$ cat src/rtl/uwp_pkg.sv
package uwp_pkg;

    localparam int CHAR_W = 9;
    localparam int BYTE_W = 8;
    localparam int FLAG_W = 4;

    localparam int ST_PAR = 0;
    localparam int ST_BRK = 1;
    localparam int ST_FRM = 2;
    localparam int ST_OVR = 3;

    typedef enum logic [1:0] {
        MODE_7  = 2'b00,
        MODE_8  = 2'b01,
        MODE_9  = 2'b10,
        MODE_8R = 2'b11
    } frame_e;

    typedef enum logic [1:0] {
        S_IDLE = 2'b00,
        S_DATA = 2'b01,
        S_STAT = 2'b10
    } state_e;

    typedef struct packed {
        logic [CHAR_W-1:0] bits;
        logic              par_err;
        logic              frm_err;
        logic              brk;
        frame_e            mode;
        logic              par_en;
        logic              wide;
    } char_t;

    typedef struct packed {
        logic [BYTE_W-1:0] data;
        logic [BYTE_W-1:0] stat;
        logic              wide;
    } rec_t;

endpackage

$ cat src/rtl/uwp_format.sv
module uwp_format
    import uwp_pkg::*;
(
    input  char_t             ch,
    input  logic              ovr,
    output rec_t              rec,
    output logic [FLAG_W-1:0] err
);

    logic nine;
    logic seven;

    always_comb begin
        nine  = (ch.mode == MODE_9);
        seven = (ch.mode == MODE_7);

        rec.data = ch.bits[BYTE_W-1:0];
        if (seven) begin
            rec.data[BYTE_W-1] = 1'b0;
        end

        rec.stat         = '0;
        rec.stat[ST_PAR] = nine ? ch.bits[CHAR_W-1] : (ch.par_en & ch.par_err);
        rec.stat[ST_BRK] = ch.brk;
        rec.stat[ST_FRM] = ch.frm_err;
        rec.stat[ST_OVR] = ovr;
        rec.wide         = ch.wide;

        err         = '0;
        err[ST_PAR] = ~nine & ch.par_en & ch.par_err;
        err[ST_BRK] = ch.brk;
        err[ST_FRM] = ch.frm_err;
    end

endmodule

$ cat src/rtl/uwp_sticky.sv
module uwp_sticky
    import uwp_pkg::*;
(
    input  logic              clk,
    input  logic              rst_n,
    input  logic              rd,
    input  logic [FLAG_W-1:0] set,
    output logic [FLAG_W-1:0] flags
);

    logic [FLAG_W-1:0] flags_q;

    always_ff @(posedge clk) begin
        if (!rst_n) begin
            flags_q <= '0;
        end else begin
            flags_q <= (flags_q & ~{FLAG_W{rd}}) | set;
        end
    end

    assign flags = flags_q;

endmodule

$ cat src/rtl/uwp_ctrl.sv
module uwp_ctrl
    import uwp_pkg::*;
#(
    parameter int FREE_W = 5
) (
    input  logic              clk,
    input  logic              rst_n,
    input  logic              char_valid,
    input  char_t             in_ch,
    input  logic [FREE_W-1:0] free,
    output state_e            state,
    output logic              wide_rec,
    output logic              wr,
    output logic [BYTE_W-1:0] wdata,
    output logic [FLAG_W-1:0] sticky_set
);

    state_e            state_q;
    state_e            state_d;
    char_t             pend_q;
    logic              pend_vld_q;
    logic              ovr_q;
    rec_t              rec_q;

    char_t             src;
    logic              src_vld;
    logic [FREE_W-1:0] need;
    logic              room;
    logic              in_idle;
    logic              take;
    logic              drop_room;
    logic              drop_busy;
    logic              drop;
    rec_t              fmt_rec;
    logic [FLAG_W-1:0] fmt_err;

    uwp_format i_fmt (
        .ch  (src),
        .ovr (ovr_q),
        .rec (fmt_rec),
        .err (fmt_err)
    );

    always_comb begin
        src       = pend_vld_q ? pend_q : in_ch;
        src_vld   = pend_vld_q | char_valid;
        need      = src.wide ? FREE_W'(2) : FREE_W'(1);
        room      = (free >= need);
        in_idle   = (state_q == S_IDLE);
        take      = in_idle & src_vld & room;
        drop_room = in_idle & src_vld & ~room;
        drop_busy = ~in_idle & char_valid & pend_vld_q;
        drop      = drop_room | drop_busy;
    end

    always_comb begin
        state_d = state_q;
        unique case (state_q)
            S_IDLE:  if (take) state_d = S_DATA;
            S_DATA:  state_d = rec_q.wide ? S_STAT : S_IDLE;
            S_STAT:  state_d = S_IDLE;
            default: state_d = S_IDLE;
        endcase
    end

    always_ff @(posedge clk) begin
        if (!rst_n) begin
            state_q <= S_IDLE;
        end else begin
            state_q <= state_d;
        end
    end

    always_ff @(posedge clk) begin
        if (!rst_n) begin
            pend_vld_q <= 1'b0;
            pend_q     <= '0;
            ovr_q      <= 1'b0;
            rec_q      <= '0;
        end else begin
            if (in_idle) begin
                if (pend_vld_q) begin
                    pend_vld_q <= char_valid;
                    pend_q     <= in_ch;
                end
            end else if (char_valid && !pend_vld_q) begin
                pend_vld_q <= 1'b1;
                pend_q     <= in_ch;
            end

            if (drop) begin
                ovr_q <= 1'b1;
            end else if (take) begin
                ovr_q <= 1'b0;
            end

            if (take) begin
                rec_q <= fmt_rec;
            end
        end
    end

    always_comb begin
        wr    = 1'b0;
        wdata = '0;
        unique case (state_q)
            S_IDLE: begin
                wr    = 1'b0;
                wdata = '0;
            end
            S_DATA: begin
                wr    = 1'b1;
                wdata = rec_q.data;
            end
            S_STAT: begin
                wr    = 1'b1;
                wdata = rec_q.stat;
            end
            default: begin
                wr    = 1'b0;
                wdata = '0;
            end
        endcase
    end

    always_comb begin
        sticky_set         = fmt_err & {FLAG_W{take}};
        sticky_set[ST_OVR] = drop;
    end

    assign state    = state_q;
    assign wide_rec = rec_q.wide;

endmodule

$ cat src/rtl/uart_wide_packer.sv
module uart_wide_packer
    import uwp_pkg::*;
#(
    parameter int FIFO_DEPTH = 16,
    parameter int FREE_W     = $clog2(FIFO_DEPTH + 1)
) (
    input  logic              clk,
    input  logic              rst_n,
    input  logic              char_valid,
    input  logic [8:0]        char_bits,
    input  logic              char_par_err,
    input  logic              char_frm_err,
    input  logic              char_brk,
    input  logic [1:0]        frame_mode,
    input  logic              parity_en,
    input  logic              wide_en,
    input  logic [FREE_W-1:0] fifo_free,
    output logic              fifo_wr,
    output logic [7:0]        fifo_wdata,
    input  logic              sts_rd,
    output logic [3:0]        sts_flags
);

    char_t             in_ch;
    state_e            state;
    logic              wide_rec;
    logic [FLAG_W-1:0] sticky_set;

    always_comb begin
        in_ch.bits    = char_bits;
        in_ch.par_err = char_par_err;
        in_ch.frm_err = char_frm_err;
        in_ch.brk     = char_brk;
        in_ch.mode    = frame_e'(frame_mode);
        in_ch.par_en  = parity_en;
        in_ch.wide    = wide_en;
    end

    uwp_ctrl #(.FREE_W(FREE_W)) i_ctrl (
        .clk        (clk),
        .rst_n      (rst_n),
        .char_valid (char_valid),
        .in_ch      (in_ch),
        .free       (fifo_free),
        .state      (state),
        .wide_rec   (wide_rec),
        .wr         (fifo_wr),
        .wdata      (fifo_wdata),
        .sticky_set (sticky_set)
    );

    uwp_sticky i_sticky (
        .clk   (clk),
        .rst_n (rst_n),
        .rd    (sts_rd),
        .set   (sticky_set),
        .flags (sts_flags)
    );

endmodule

$ cat config.mk
export PLATFORM = sky130hd
export DESIGN_NAME = uart_wide_packer
export DESIGN_NICKNAME = d
export VERILOG_FILES = /design/src/rtl/uwp_pkg.sv /design/src/rtl/uwp_format.sv /design/src/rtl/uwp_sticky.sv /design/src/rtl/uwp_ctrl.sv /design/src/rtl/uart_wide_packer.sv
export SDC_FILE = /design/constraint.sdc
export NUM_CORES = 1
export LEC_CHECK = 0
export BUFFER_PORTS_ARGS = -buffer_cell sky130_fd_sc_hd__buf_2
export CAP_MARGIN = 10
export CORE_UTILIZATION = 58
export CTS_CLUSTER_SIZE = 12
export DETAILED_ROUTE_END_ITERATION = 16
export GPL_TIMING_DRIVEN = 0
export PLACE_DENSITY = 0.85
export SETUP_SLACK_MARGIN = 0.3
export SLEW_MARGIN = 20
export SYNTH_ARGS = -nofsm -noshare
export SYNTH_HDL_FRONTEND = slang
export SYNTH_SLANG_ARGS = --single-unit
$ cat constraint.sdc
create_clock -name clk -period 7 [get_ports clk]
set_input_delay 0.7 -clock clk [delete_from_list [all_inputs] [get_ports clk]]
set_output_delay 0.7 -clock clk [all_outputs]
set_load 0.005 [all_outputs]
Word-level counts from Yosys, hierarchy flattened
Cells that the tools add are included.
- register bits: 37
- input bits: 25
- output and inout bits: 13
- logic and storage cells: 62
- $lt $le $gt $ge: 1
- equal/unequal tests: 5
- multiplexer cells: 17
- bitwise gates (word level): 17
- reductions and logical operators: 8
- operators with widths (operator ; number):
    $mux W16 ; 4
    $pmux W8 S2 ; 1
    $and A1 B1 Y1 ; 8
    $mux W1 ; 8
    $mux W2 ; 3
    $ge A5 B5 Y1 ; 1
    $and A4 B4 Y4 ; 1
    $eq A2 B2 Y1 const B ; 2
    $logic_not A2 Y1 ; 2
    $not A4 Y4 ; 1
    $or A4 B4 Y4 ; 1
    $pmux W2 S2 ; 1
    $reduce_bool A2 Y1 ; 2
    $and A3 B3 Y3 ; 1
    $not A1 Y1 ; 3
    $eq A2 B1 Y1 const B ; 1
    $ne A2 B1 Y1 const B ; 1
    $ne A2 B2 Y1 const B ; 1
    $or A1 B1 Y1 ; 2
    $reduce_and A2 Y1 ; 1
    $reduce_or A2 Y1 ; 1
    $logic_and A1 B1 Y1 ; 1
    $logic_not A1 Y1 ; 1

Logic depth before layout (Yosys ltp)
- word-level depth: 7
- mapped depth: 9
- depth with buffers taken out: 6

Modules after synthesis
A second synthesis with hierarchy kept.
- cells, all modules: 238
- area, all modules: 2238.4 sq um
- modules (own cells, without submodules) (module ; times used ; cells each ; area an instance (sq um) ; seq. area each (sq um)):
    uwp_ctrl ; 1 ; 201 ; 1919.3 ; 740.7
    uwp_format ; 1 ; 25 ; 183.9 ; 0.0
    uwp_sticky ; 1 ; 12 ; 135.1 ; 80.1

Worst setup path after synthesis
No wires, ideal clock.
- path type: register -> register
- from: register i_ctrl.pend_vld_q
- to: register i_ctrl.rec_q[15] (netlist name)
- library setup time: 0.116 ns
- data arrival time: 2.074 ns
- required time: 6.884 ns
- slack: 4.810 ns
- stages on the path, launching flop included: 10
- buffers on the path: 3
- period minus slack after synthesis: 2.190 ns
- cells stage by stage: dfxtp_1 -> buf_6 -> buf_6 -> mux2i_1 -> ha_1 -> nor2b_1 -> o21a_4 -> nor2_2 -> buf_6 -> o211a_1
- word-level cells in the longest chain between the ends: 4
- elaborated cells between the ends (all ways): 6
- those cells by class: 1 x order compare; 2 x mux; 3 x bitwise
- RTL lines (item ; line ; text):
    start, declared ; uwp_ctrl.sv:21 ; logic pend_vld_q;
    start signal, assigned ; uwp_ctrl.sv:83 ; pend_vld_q <= char_valid;
    $mux W16 ; uwp_ctrl.sv:45 ; src = pend_vld_q ? pend_q : in_ch;
    $mux W2 ; uwp_ctrl.sv:47 ; need = src.wide ? FREE_W'(2) : FREE_W'(1);
    $ge A5 B5 Y1 ; uwp_ctrl.sv:48 ; room = (free >= need);
    $and A1 B1 Y1 ; uwp_ctrl.sv:50 ; take = in_idle & src_vld & room;
    end signal, assigned ; uwp_ctrl.sv:98 ; rec_q <= fmt_rec;
    end, declared ; uwp_ctrl.sv:23 ; rec_t rec_q;
Parallel ways exist; a longest one is shown, timed or not.
A chain may end at the register's enable or synchronous reset.

Final worst setup path
- from: register i_ctrl.pend_vld_q
- to: register i_ctrl.rec_q[12] (netlist name)
Same word-level chain as after synthesis.

==> results.py <==
metrics = {
    "place": {
        "dpl.hpwl_um": 2753,
        "gp_congestion": 0.7922,
        "dp_slack_ns": 4.514,
        "placedCellCount": 266,
        "postPlaceCellArea_mm2": 0.002098,
        "io_buffer_count": 36,
    },
    "flow_run": {
        "maxCapViolCount": 0,
    },
    "drt": {
        "drcViolationCount": 0,
        "routed_wirelength_um": 3760,
        "first_pass_iters": 4,
        "ant_nets": 0,
        "wl_per_cell_um": 13.72,
        "first_iter_violations": 61,
        "viasPerCell": 5.314,
        "vias": 1456,
    },
    "yosys": {
        "syn_nets": 216,
        "avgSynthCellArea_um2": 10.02,
        "synth_area_mm2": 0.001863,
        "synthFlopType": "dfxtp_1",
        "async_flop_share": 0,
        "synth-edff-count": 0,
        "ys_warn_count": 0,
        "ys_ff_latch": 37,
        "yosysSeqAreaShare": 0.3976,
        "syn_inst": 186,
        "synth_cell_type_count": 36,
    },
    "timing": {
        "hold_viol_final": 0,
        "fin_crit_sh": 0.3570,
        "max_slew_margin": 0.5842,
        "whs_ns": 0.4835,
        "setup_viol_count_final": 0,
        "tns_ns": 0,
        "rsz0062_at_grt": "false",
        "slew_violations": 0,
        "worst_clock_skew_ns": 0.01277,
        "period_needed_ns": 2.499,
        "fmax_mhz": 400.2,
        "fin_ws_ns": 4.501,
        "worst_slew_pin_slew_ns": 0.6237,
    },
    "clock_network": {
        "cts_made_buffers": 5,
        "post_cts_buffers": 0,
        "clockBufferDepth": 2,
        "clk_latency_ns": 0.35,
        "cts_sinks": 37,
        "clk_pin_slew_ns": 0.12,
        "cts_root_buffer": "clkbuf_4",
        "htreeDepth": 2,
        "hold_buffers": 0,
        "cts_resized": 0,
        "cts_tree": "done",
    },
    "die": {
        "dieHeight_um": 58.68,
        "io_pins": 38,
        "start_util": 0.6102,
        "num_rows": 20,
        "die_area_mm2": 0.003443,
        "fp.coreArea_mm2": 0.003053,
        "die_w_um": 58.68,
    },
    "run_status": {
        "status": "completed",
    },
    "global_routing": {
        "grt_max_degree": 12,
        "grt_overflow": 0,
        "grt_use_total": 0.2466,
        "grt_pass1_vias": 1425,
        "antenna_found_initial": 0,
        "grt_pass1_wl_um": 6251,
    },
    "cells_and_area": {
        "antenna_cells": 0,
        "n_fill_cell": 254,
        "nNetsFinal": 259,
        "syn2layout_area_growth_pct": 16.39,
        "stdcell_count": 274,
        "drive_gt1_frac": 0.3000,
        "finish.instance_area_mm2": 0.002168,
    },
    "setup_path": {
        "worstSetupStartpointType": "flop",
        "worstPathRequired_ns": 7.21,
        "critical_path_class": "reg -> reg",
        "cp_max_fo": 10,
        "cp-end-kind": "flop",
        "worstPathArrival_ns": 2.71,
    },
    "power_and_ir_drop": {
        "ir_drop_v": 0.0001587,
        "cellLeakagePower_nw": 0.9990,
        "power_density_mw_per_mm2": 224.3,
    },
    "worst_hold_path": {
        "hold_path.class": "reg -> reg",
    },
}
power breakdown:
part           switching (mW)  total [mW]  internal, mW
sequential             0.0110       0.241         0.230
clock                  0.0705       0.129        0.0582
combinational          0.0613       0.117        0.0555
total                   0.143       0.486         0.344
layer usage:
layer  vias to the layer above  GRT usage  share of wire
met5                         -          0              0
met4                         0     0.1259          0.017
met3                         7    0.04835          0.038
met2                        37     0.4204           0.48
met1                       667     0.2958           0.47
li1                        745          -              -
area by class of cell:
class / instances / area, um^2 / share of cell area
clock inverter: 1 / 5.005 / 0.002308
sequential: 37 / 740.7 / 0.3416
tap: 44 / 55.05 / 0.02539
clock buffer: 7 / 65.06 / 0.03001
timing repair buffer: 36 / 180.2 / 0.08309
multi-input combinational: 129 / 998.5 / 0.4605
inverter: 8 / 30.03 / 0.01385
buffer: 12 / 93.84 / 0.04328
cell families after synthesis:
family          after synthesis  synth area share
mux                          29            0.1565
buf+inv                      20           0.06648
compound gates               44            0.2001
simple gates                 51            0.1457
flops                        37            0.3976
fa+ha+maj                     5           0.03358
sequential cells by signal, summed over array words and instances (netlist names):
register	cells
i_ctrl.ovr_q	1
i_ctrl.pend_q	16
i_ctrl.pend_vld_q	1
i_ctrl.rec_q	12
i_ctrl.state	2
i_ctrl.wide_rec	1
i_sticky.flags	4
cell usage after synthesis, types with 3 or more instances:
master / n / area, um^2
and2_1: 4 / 25.02
mux2i_1: 28 / 280.3
nor2_1: 21 / 78.83
ha_1: 5 / 62.56
dfxtp_1: 37 / 740.7
buf_6: 3 / 33.78
nor2b_1: 6 / 37.54
a21oi_1: 12 / 60.06
o211a_1: 4 / 40.04
a22oi_1: 4 / 30.03
a211oi_2: 7 / 87.58
clkbuf_1: 4 / 15.01
nand3_1: 7 / 35.03
nand2_1: 7 / 26.28
inv_1: 8 / 30.03
o21ai_0: 5 / 25.02
metrics by stage:
step | power, mW | util
after floorplan | 0.3312 | -
after global placement | 0.3587 | 0.6873
after detailed placement | 0.3623 | 0.6873
after CTS | 0.4885 | 0.7102
after global routing | 0.5111 | 0.7102
final | 0.4864 | 0.7102
critical path, stage by stage (launching register included):
cell,delay [ns]
dfxtp_1,0.46
buf_6,0.21
buf_6,0.19
mux2i_1,0.36
ha_1,0.30
nor2b_1,0.21
o21ai_2,0.14
buf_2,0.22
a21oi_1,0.21
a211oi_2,0.07
layout by cell type, fill, tap and decap left out, types with 2 or more instances in the layout:
master and count:
buf_2 38, dfxtp_1 37, mux2i_1 28, nor2_1 21, a21oi_1 12, inv_1 8, nand3_1 7, a211oi_2 7
nand2_1 7, nor2b_1 6, o21ai_0 5, ha_1 5, clkbuf_4 5, clkbuf_1 4, a22oi_1 4, and2_1 4
o211a_1 4, buf_6 3, buf_4 2, o32a_1 2, o21a_1 2, clkbuf_8 2
final timing paths:
kind	start	end	slack, ns	depth (start not counted)
min reg2reg	i_ctrl.ovr_q$_SDFFE_PN0P_	i_ctrl.rec_q[4]$_SDFFE_PN0P_	0.48	2
max reg2reg	i_ctrl.pend_vld_q$_SDFFE_PN0P_	i_ctrl.rec_q[12]$_SDFFE_PN0P_	4.50	9
min	i_ctrl.ovr_q$_SDFFE_PN0P_	i_ctrl.rec_q[4]$_SDFFE_PN0P_	0.48	2
max	i_ctrl.pend_vld_q$_SDFFE_PN0P_	i_ctrl.rec_q[12]$_SDFFE_PN0P_	4.50	9
Power figures use the tool's default switching activity.
